[src/rtl/dma_desc_queue.sv]
module dma_desc_queue (
  input  logic        clk,
  input  logic        rst_n,
  input  logic        loc_wr,
  input  logic [1:0]  loc_sel,
  input  logic [31:0] loc_wdata,
  output logic [31:0] loc_rdata,
  input  logic [1:0]  rem_sel,
  output logic [31:0] rem_rdata,
  output logic        src_req_valid,
  input  logic        src_req_ready,
  output logic [31:0] src_addr,
  input  logic        src_rsp_valid,
  output logic        src_rsp_ready,
  input  logic [31:0] src_rsp_data,
  output logic        dst_valid,
  input  logic        dst_ready,
  output logic [31:0] dst_data,
  output logic        done_pulse,
  output logic        done_idx
);
  localparam int GO_BIT   = 31;
  localparam int SWAP_BIT = 28;
  localparam int CNT_W    = 16;
  localparam logic [31:0] CTRL_MASK = (32'h1 << GO_BIT) | (32'h1 << SWAP_BIT) | ((32'h1 << CNT_W) - 32'h1);
  localparam logic [31:0] ADDR_MASK = 32'hFFFF_FFFC;

  typedef enum logic [1:0] {S_IDLE, S_REQ, S_RSP, S_WR} state_t;

  state_t            state_q;
  logic [31:0]       base_q [2];
  logic [31:0]       ctrl_q [2];
  logic              act_q, ptr_q;
  logic [29:0]       cur_q;
  logic [CNT_W-1:0]  left_q;
  logic [31:0]       word_q;

  function automatic logic [31:0] view(input logic [1:0] s);
    view = s[0] ? ctrl_q[s[1]] : base_q[s[1]];
  endfunction

  function automatic logic [31:0] bswap(input logic [31:0] d);
    bswap = {d[7:0], d[15:8], d[23:16], d[31:24]};
  endfunction

  assign loc_rdata = view(loc_sel);
  assign rem_rdata = view(rem_sel);

  logic busy, wr_ok, pick, start;
  assign busy  = state_q != S_IDLE;
  assign wr_ok = loc_wr && !(busy && act_q == loc_sel[1]);
  assign pick  = ctrl_q[ptr_q][GO_BIT] ? ptr_q : ~ptr_q;
  assign start = !busy && !loc_wr && (ctrl_q[0][GO_BIT] || ctrl_q[1][GO_BIT]);

  assign src_req_valid = state_q == S_REQ;
  assign src_addr      = {cur_q, 2'b00};
  assign src_rsp_ready = state_q == S_RSP;
  assign dst_valid     = state_q == S_WR;
  assign dst_data      = word_q;

  always_ff @(posedge clk) begin
    if (!rst_n) begin
      state_q    <= S_IDLE;
      base_q[0]  <= '0;
      base_q[1]  <= '0;
      ctrl_q[0]  <= '0;
      ctrl_q[1]  <= '0;
      act_q      <= 1'b0;
      ptr_q      <= 1'b0;
      cur_q      <= '0;
      left_q     <= '0;
      word_q     <= '0;
      done_pulse <= 1'b0;
      done_idx   <= 1'b0;
    end else begin
      done_pulse <= 1'b0;
      if (wr_ok) begin
        if (loc_sel[0]) ctrl_q[loc_sel[1]] <= loc_wdata & CTRL_MASK;
        else            base_q[loc_sel[1]] <= loc_wdata & ADDR_MASK;
      end
      case (state_q)
        S_IDLE: if (start) begin
          act_q <= pick;
          if (ctrl_q[pick][CNT_W-1:0] == '0) begin
            ctrl_q[pick][GO_BIT] <= 1'b0;
            done_pulse <= 1'b1;
            done_idx   <= pick;
            ptr_q      <= ~pick;
          end else begin
            cur_q   <= base_q[pick][31:2];
            left_q  <= ctrl_q[pick][CNT_W-1:0];
            state_q <= S_REQ;
          end
        end
        S_REQ: if (src_req_ready) state_q <= S_RSP;
        S_RSP: if (src_rsp_valid) begin
          word_q  <= ctrl_q[act_q][SWAP_BIT] ? bswap(src_rsp_data) : src_rsp_data;
          state_q <= S_WR;
        end
        S_WR: if (dst_ready) begin
          cur_q  <= cur_q + 30'd1;
          left_q <= left_q - 1'b1;
          if (left_q == 1) begin
            ctrl_q[act_q][GO_BIT] <= 1'b0;
            done_pulse <= 1'b1;
            done_idx   <= act_q;
            ptr_q      <= ~act_q;
            state_q    <= S_IDLE;
          end else begin
            state_q <= S_REQ;
          end
        end
        default: state_q <= S_IDLE;
      endcase
    end
  end

  assert_req_hold_R11: assert property (@(posedge clk) disable iff (!rst_n)
    src_req_valid && !src_req_ready |=> src_req_valid && $stable(src_addr));

  assert_dst_hold_R11: assert property (@(posedge clk) disable iff (!rst_n)
    dst_valid && !dst_ready |=> dst_valid && $stable(dst_data));

  assert_done_clears_go_R7: assert property (@(posedge clk) disable iff (!rst_n)
    done_pulse |-> !ctrl_q[done_idx][GO_BIT]);

  assert_active_frozen_R10: assert property (@(posedge clk) disable iff (!rst_n)
    busy |=> $stable(base_q[act_q]) && $stable(ctrl_q[act_q][CNT_W-1:0]) && $stable(ctrl_q[act_q][SWAP_BIT]));

  assert_zero_count_quiet_R8: assert property (@(posedge clk) disable iff (!rst_n)
    start && ctrl_q[pick][CNT_W-1:0] == '0 |=> !src_req_valid && done_pulse);

  assert_no_overlap_R11: assert property (@(posedge clk) disable iff (!rst_n)
    dst_valid |-> !src_req_valid && !src_rsp_ready);
endmodule

[config.mk]
export PLATFORM = sky130hd
export DESIGN_NAME = dma_desc_queue
export DESIGN_NICKNAME = d
export VERILOG_FILES = /design/src/rtl/dma_desc_queue.sv
export SDC_FILE = /design/constraint.sdc
export NUM_CORES = 1
export LEC_CHECK = 0
export ABC_AREA = 1
export CORE_MARGIN = 3
export CORE_UTILIZATION = 40
export CTS_CLUSTER_SIZE = 40
export DETAILED_ROUTE_END_ITERATION = 16
export DONT_BUFFER_PORTS = 1
export MAX_ROUTING_LAYER = met4
export SKIP_LAST_GASP = 1
export SLEW_MARGIN = 5
export SYNTH_ARGS = -nofsm -noshare
export SYNTH_HDL_FRONTEND = slang
export SYNTH_SLANG_ARGS = --single-unit
[constraint.sdc]
create_clock -name clk -period 2.6 [get_ports clk]
set_input_delay 0.52 -clock clk [delete_from_list [all_inputs] [get_ports clk]]
set_output_delay 0.52 -clock clk [all_outputs]
set_load 0.005 [all_outputs]
### Word-level counts from Yosys, hierarchy flattened

Memories as Yosys holds them, arrays and structs flattened. A register that Yosys moved wholly into a read port is not among the register bits.
Cells that the tools add are included.

| storage, ports and cells | value |
|---|---|
| memories | 2 |
| logic and storage cells | 113 |
| bits in latches | 0 |
| memory bits (read-only) | 0 |
| register bits after elaboration | 84 |
| memory bits (writable) | 96 |
| bits of input ports | 74 |
| output and inout port bits | 133 |

| cells by class | value |
|---|---|
| shift operators | 0 |
| divide/modulo/power cells | 0 |
| magnitude comparators | 0 |
| add/sub/neg operators | 2 |
| bitwise gates (word level) | 3 |
| mux-type cells | 65 |
| multiply operators | 0 |
| equal/unequal tests | 12 |
| reductions and logical operators | 21 |

Memories:

| name | depth | bits a word | rd ports | clocked after memory_dff | wr ports | line | text |
|---|---|---|---|---|---|---|---|
| base_q | 2 | 30 | 3 | 0 | 2 | 31 | `logic [31:0] base_q [2];` |
| ctrl_q | 2 | 18 | 7 | 2 | 2 | 32 | `logic [31:0] ctrl_q [2];` |

Operators with widths:

| kind | count |
|---|---|
| 2-to-1 mux 30 bit | 4 |
| 2-to-1 mux 32 bit | 3 |
| case mux 30 bit (2 select lines) | 1 |
| 2-to-1 mux 18 bit | 3 |
| OR reduction 18 bit | 3 |
| 2-to-1 mux 16 bit | 3 |
| 2-to-1 mux 1 bit | 39 |
| case mux 16 bit (2 select lines) | 1 |
| adder 30 x 1 -> 30 bit (second input constant) | 1 |
| OR reduction 30 bit | 1 |
| equality test 16 x 1 -> 1 bit (second input constant) | 1 |
| zero test 16 bit | 1 |
| subtractor 16 x 1 -> 16 bit (second input constant) | 1 |
| 2-to-1 mux 2 bit | 7 |
| AND reduction 5 bit | 2 |
| inequality test 2 bit (second input constant) | 4 |
| case mux 2 bit (4 select lines) | 1 |
| inequality test 2 x 1 -> 1 bit (second input constant) | 3 |
| case mux 1 bit (2 select lines) | 3 |
| equality test 2 bit (second input constant) | 2 |
| logical AND 1 bit | 4 |
| AND reduction 2 bit | 2 |
| AND reduction 4 bit | 1 |
| nonzero test 2 bit | 2 |
| 6 further kinds | 10 |

### Logic depth before layout (Yosys ltp)

Gate-level depths: netlist of the first run.
An unclocked memory read counts as a cell.

| logic depth | value |
|---|---|
| word-level depth | 11 |
| mapped depth | 17 |
| depth with buffers taken out | 14 |

### Least setup slack after synthesis of the first run

Ideal clock, no wire load.

| path | value |
|---|---|
| path kind | in2reg |
| from | input port loc_sel[1] |
| to | memory base_q[0][0] (netlist name), enable pin |
| required time | 2213 ps |
| stages on the path | 7 |
| slack | 132 ps |
| path buffers | 1 |
| library setup time | 387 ps |
| data arrival time | 2081 ps |
| cell sequence | clkinv_1 -> o21ai_0 -> nand2_1 -> nor3_1 -> nand2_1 -> clkbuf_1 -> nand2_1 |

RTL lines:

| item | line | text |
|---|---|---|
| from (decl) | 5 | `input logic [1:0] loc_sel,` |
| to (decl) | 31 |  |

### Worst setup path after layout of the first run

| path | value |
|---|---|
| from | register cur_q[0] |
| to | register cur_q[27] |

| on the way | value |
|---|---|
| cells in the longest elaborated chain, start to end | 3 |

Ends and longest elaborated chain:

| item | line | text |
|---|---|---|
| from (decl) | 34 | `logic [29:0] cur_q;` |
| from (signal assigned) | 90 | `cur_q <= base_q[pick][31:2];` |
| from (signal assigned) | 101 | `cur_q <= cur_q + 30'd1;` |
| adder 30 x 1 -> 30 bit | 101 |  |
| 2-to-1 mux 30 bit | 100 | `S_WR: if (dst_ready) begin` |
| case mux 30 bit (2 select lines) | 81 | `case (state_q)` |

No other way between the ends. The select of a mux whose other input is x is not followed.
A chain may end at the register's enable or synchronous reset.

==> flow_metrics.env, run 1 <==
export IMPL_fin_util=0.449
export IMPL_gp_congestion=0.917
export IMPL_critPathMaxFanout=6
export IMPL_rows=59
export IMPL_clk_latency_ps=450
export IMPL_worstSetupStartpointType="register"
export IMPL_ys_seq_area_frac=0.425
export IMPL_cts_hold_buffers=0
export IMPL_num_io_pins=207
export IMPL_vias=10356
export IMPL_ys_async_sr_fraction=0
export IMPL_p_leak_nw=5.21
export IMPL_grt_usage=0.245
export IMPL_path_cells="buf_4 > nand3_1 > nor3_1 > nand2_1 > nor2_1 > nand4_1 > o21ai_0 > o21ai_0 > nor2_1 > nor2_1"
export IMPL_area_growth_pct=9.36
export IMPL_antenna_found_initial=1
export IMPL_grt_max_degree=86
export IMPL_clockRootBuffer="clkbuf_16"
export IMPL_ys_types=37
export IMPL_dp_hpwl_um=24900
export IMPL_r2r_start="cur_q[0]$_SDFFE_PN0P_"
export IMPL_powerDensity_nw_per_um2=932
export IMPL_viasPerCell=5.51
export IMPL_clockBufferDepth=2
export IMPL_ys_ff_latch=182
export IMPL_crit_top_cell="nor2_1"
export IMPL_finClkSkew_ps=13.3
export IMPL_final_layout_size_suffix_gt1_frac=0.0551
export IMPL_die_w_um=170
export IMPL_routed_wl_um=35400
export IMPL_syn_area_per_cell_um2=6.87
export IMPL_layout_commonest_cell="nand2_1"
export IMPL_initial_core_util=0.410
export IMPL_cts_sink_count=182
export IMPL_yosysWarningCount=0
export IMPL_cts_tree="yes"
export IMPL_final_cell_mix="333 x nand2_1, 312 x nor2_1, 173 x inv_1"
export IMPL_crit_arrival_ps=2670
export IMPL_fmax_mhz=430
export IMPL_period_share=0.895
export IMPL_synth_area_um2=10800
export IMPL_overflow=0
export IMPL_vdd_drop_max_mv=0.585
export IMPL_slew_headroom=0.355
export IMPL_finalSetupViolCount=0
export IMPL_ys_flop_type="edfxtp_1"
export IMPL_design_area_um2=11800
export IMPL_status="complete, no violations"
export IMPL_nets=1613
export IMPL_crit_path_max_incr_delay_ps=390
export IMPL_r2r_setup_slack_ps=270
export IMPL_syn_inst=1569
export IMPL_maxCapViolCount=0
export IMPL_end_kind="register"
export IMPL_min_delay_start="rst_n"
export IMPL_slowest_stage="nor2_1"
export IMPL_cts_resized=0
export IMPL_n_antenna_cell=0
export IMPL_hp_class="in -> reg"
export IMPL_cp_data_required_time_ps=2940
export IMPL_period_minus_slack_ps=2330
export IMPL_drt_iter0_drc=988
export IMPL_dpl_cell_area_um2=11100
export IMPL_die_y_um=170
export IMPL_antenna_left=0
export IMPL_drc=0
export IMPL_grt_setup_unrepaired="no"
export IMPL_timing_critical_path_from="cur_q[0]$_SDFFE_PN0P_"
export IMPL_synth_edf_count=94
export IMPL_critPathKind="reg -> reg"
export IMPL_grt_pass1_wl_um=53800
export IMPL_core_um2=26300
export IMPL_die_area_um2=29000
export IMPL_finalSetupTns_ps=0
export IMPL_path_clk_slew_ps=80
export IMPL_numCtsBuffers=17
export IMPL_tightest_slew_ps=966
export IMPL_port_buffers=0
export IMPL_hold_viol_final=0
export IMPL_h_tree_depth=4
export IMPL_post_cts_buffers=0
export IMPL_first_global_vias=9571
export IMPL_drv_slew=0
export IMPL_dr_pass1_iters=6
export IMPL_wire_per_inst_um=18.8
## Yosys cell counts (2+ instances only)
cell	instances	share of area
nand2_1	333	0.12
nor2_1	312	0.11
inv_1	173	0.060
o21ai_0	172	0.080
edfxtp_1	94	0.26
dfxtp_1	88	0.16
nand3_1	75	0.035
a21oi_1	65	0.030
clkbuf_1	65	0.023
o22ai_1	41	0.024
o211ai_1	35	0.024
nor3_1	24	0.011
nand4_1	14	0.0081
buf_1	10	0.0035
buf_2	9	0.0042
xor2_1	9	0.0073
ha_1	8	0.0093
buf_6	7	0.0073
nor4_1	5	0.0029
buf_4	4	0.0028
nand3_2	4	0.0037
or2_2	4	0.0023
inv_2	3	0.0010
a31oi_1	2	0.0012
## per-layer routing
metal / vias to the layer above / GRT usage / share of wire
met5: - / - / 0
met1: 4799 / 0.326 / 0.42
met3: 49 / 0.0734 / 0.11
met2: 462 / 0.360 / 0.44
li1: 5046 / - / -
met4: 0 / 0.0737 / 0.025
## worst paths after layout
kind / cells after the start / to
worst max-delay path: 10 / cur_q[27]$_SDFFE_PN0P_
worst min-delay path: 2 / dst_data[26]$_SDFFE_PN0P_
worst max register to register: 10 / cur_q[27]$_SDFFE_PN0P_
worst min register to register: 2 / left_q[14]$_SDFFE_PN0P_
## worst max-delay path, delay by kind of cell, from the launching register on
kind,cells,cell delay (ps)
AND/OR/NAND/NOR,7,1380
buffers and inverters,1,140
flip-flops,1,340
AO/OA/AOI/OAI,2,390
## power breakdown
| group | leakage [nW] | switching (mW) | internal [mW] |
|---|---|---|---|
| logic | 3.21 | 2.87 | 1.41 |
| registers | 1.70 | 0.467 | 3.48 |
| clock network | 0.305 | 1.42 | 1.35 |
## stage by stage
stage	worst slack (ps)	total power, mW	cells	hold slack, ps
2_1_floorplan	132	7.07	1570	439
3_3_place_gp	271	8.05	1846	448
3_5_place_dp	261	8.12	1846	460
4_1_cts	240	10.9	1878	198
5_1_grt	2.96	11.8	1879	209
6_report	273	11.0	1879	222
## cell type report
cell class              instances  area (um2)
clock inverters                15         209
inverters                     177         664
well taps                     335         419
clock buffers                  17         425
fillers                      2665       14500
repair buffers                 37         383
multi-input cells            1116        5110
flip-flops and latches        182        4580
## kinds of logic after synthesis
group | Yosys count | synth area share
other | 1 | 0.000348
buffers and inverters | 272 | 0.102
adders and majority gates | 8 | 0.00928
DFF | 182 | 0.425
and+or+nand+nor | 776 | 0.292
AOI/OAI and AO/OA | 320 | 0.163
xor gates and xnor gates | 10 | 0.00812
## state kept, by name, summed over array words and instances, names as in the netlist, 2 cells and up, named ones only
| signal | count |
|---|---|
| base_q | 60 |
| ctrl_q | 36 |
| cur_q | 30 |
| dst_data | 32 |
| left_q | 16 |
| state_q | 2 |
(Power assumes the default switching activity.)
==> run 2: changes to the inputs <==
--- a/config.mk
+++ b/config.mk
@@ -12,6 +12,7 @@
 export DETAILED_ROUTE_END_ITERATION = 16
 export DONT_BUFFER_PORTS = 1
 export MAX_ROUTING_LAYER = met4
+export PLACE_DENSITY_LB_ADDON = 0.1
 export SKIP_LAST_GASP = 1
 export SLEW_MARGIN = 5
 export SYNTH_ARGS = -nofsm -noshare
==> constraint.sdc (replaced) <==
create_clock -name clk -period 2.2 [get_ports clk]
set_input_delay 0.44 -clock clk [delete_from_list [all_inputs] [get_ports clk]]
set_output_delay 0.44 -clock clk [all_outputs]
set_load 0.02 [all_outputs]
==> run 2 against run 1 <==
Sequential share of layout area decreased by 3.7 points; clock power rose by 17%; first-iteration DRC count up 12%; highest routed layer unchanged; worst setup slack lost 230 ps; critical endpoint is now left_q[10]$_SDFFE_PN0P_; sequential power increased by 21%; largest power group unchanged; hold slack got worse by 81 ps.
==> flow_metrics.env, run 2 (synthesis gave the netlist of run 1 again) <==
export IMPL_path_clk_slew_ps=90
export IMPL_n_fill_cell=2626
export IMPL_clk_latency_ps=450
export IMPL_hold_viol_final=0
export IMPL_crit_top_cell="nand3_4"
export IMPL_critPathMaxFanout=10
export IMPL_antenna_left=0
export IMPL_finalSetupViolCount=0
export IMPL_cts_sink_count=182
export IMPL_die_area_um2=29000
export IMPL_fin_ws_ps=46.8
export IMPL_tightest_slew_ps=948
export IMPL_cp_data_required_time_ps=2570
export IMPL_clockBufferDepth=2
export IMPL_crit_arrival_ps=2520
export IMPL_routed_wl_um=38400
export IMPL_crit_path_max_incr_delay_ps=390
export IMPL_grt_util_met3=0.0532
export IMPL_end_kind="register"
export IMPL_wire_per_inst_um=19.2
export IMPL_core_um2=26300
export IMPL_cts_tree="yes"
export IMPL_powerDensity_nw_per_um2=1150
export IMPL_dp_hpwl_um=26000
export IMPL_numCtsBuffers=17
export IMPL_vdd_drop_max_mv=0.607
export IMPL_layout_commonest_cell="nand2_1"
export IMPL_vias=10843
export IMPL_grt_max_degree=81
export IMPL_cts_hold_buffers=0
export IMPL_initial_core_util=0.410
export IMPL_design_area_um2=13100
export IMPL_nets=1731
export IMPL_die_w_um=170
export IMPL_viasPerCell=5.43
export IMPL_drc=0
export IMPL_worstSetupStartpointType="register"
export IMPL_drv_slew=0
export IMPL_grt_pass1_wl_um=56900
export IMPL_largest_reg_flops=60
export IMPL_port_buffers=0
export IMPL_p_leak_nw=5.92
export IMPL_rows=59
export IMPL_slew_headroom=0.367
export IMPL_busiest_layer="met1"
export IMPL_path_cells="inv_4 > nand2_4 > nand3_4 > buf_6 > nand3_1 > nand2_2 > nor2_2 > nand2_2 > nor2_4 > nand3_4 > nand3_4 > clkbuf_16 > nand2_1 > a21oi_1"
export IMPL_grt_use_met2=0.370
export IMPL_critPathKind="reg -> reg"
export IMPL_num_io_pins=207
export IMPL_use_met1=0.378
export IMPL_hp_class="in -> reg"
export IMPL_final_cell_mix="312 x nand2_1, 303 x nor2_1, 170 x inv_1"
export IMPL_area_growth_pct=21.3
export IMPL_period_minus_slack_ps=2150
export IMPL_fmax_mhz=464
export IMPL_pre_cts_slack_ps=54.3
export IMPL_grt_usage=0.261
export IMPL_maxCapViolCount=0
export IMPL_dr_pass1_iters=5
export IMPL_dpl_cell_area_um2=12000
export IMPL_drt_iter0_drc=1109
export IMPL_period_share=0.979
export IMPL_slowest_stage="dfxtp_4"
export IMPL_finClkSkew_ps=13.3
export IMPL_clockRootBuffer="clkbuf_16"
export IMPL_gp_congestion=0.928
export IMPL_n_antenna_cell=0
export IMPL_h_tree_depth=4
export IMPL_overflow=0
export IMPL_first_global_vias=9771
export IMPL_p_total_mw=15.0
export IMPL_die_y_um=170
export IMPL_antenna_found_initial=0
export IMPL_final_layout_size_suffix_gt1_frac=0.147
export IMPL_regMostFlops="base_q"
export IMPL_status="complete, no violations"
-- run 2: per-stage QoR --
stage	utilization	hold WS (ps)	setup TNS, ps	instances
global route	0.498	120	-625	1997
finish	0.498	141	0	1997
floorplan	-	439	-592	1570
detailed placement	0.456	459	0	1951
CTS	0.479	98.4	0	1983
global placement	0.456	459	0	1951
-- run 2: critical path, delay by kind of cell (launching register included) --
family,cells,cell delay (ps)
AO/OA/AOI/OAI,1,140
buffers and inverters,3,440
flip-flops,1,390
AND/OR/NAND/NOR,10,1100
-- run 2: cell type report --
cell class / count / area, um2 / area share
Timing Repair Buffer: 154 / 1470 / 0.112
Sequential cell: 182 / 4590 / 0.351
Multi-Input combinational cell: 1117 / 5300 / 0.405
Inverter: 177 / 667 / 0.0510
Clock buffer: 17 / 425 / 0.0325
Clock inverter: 15 / 201 / 0.0154
Tap cell: 335 / 419 / 0.0321
-- run 2: final timing paths --
| kind | startpoint | end | slack (ps) | cells past startpoint |
|---|---|---|---|---|
| worst min-delay path | rst_n | dst_data[17]$_SDFFE_PN0P_ | 140 | 2 |
| worst max register to register | register | left_q[10]$_SDFFE_PN0P_ | 50 | 14 |
| worst max-delay path | register | left_q[10]$_SDFFE_PN0P_ | 50 | 14 |
| worst min register to register | left_q[14]$_SDFFE_PN0P_ | left_q[14]$_SDFFE_PN0P_ | 480 | 2 |
-- run 2: where the power goes --
part	leakage (nW)	switching [mW]	internal [mW]
logic	3.92	4.28	2.69
clock network	0.304	1.65	1.57
registers	1.70	0.655	4.12
-- run 2: per-layer routing --
layer / part of all wire / vias to the layer above
met5: 0 / -
met4: 0.019 / 0
met3: 0.094 / 45
met2: 0.44 / 499
met1: 0.45 / 5011
li1: - / 5288
-- run 2: what timing repair did --
item / 4_1_cts / 5_1_grt
gates resized for setup: 0 / 68
setup buffers: 0 / 3
endpoints found under the setup margin: 0 / 51
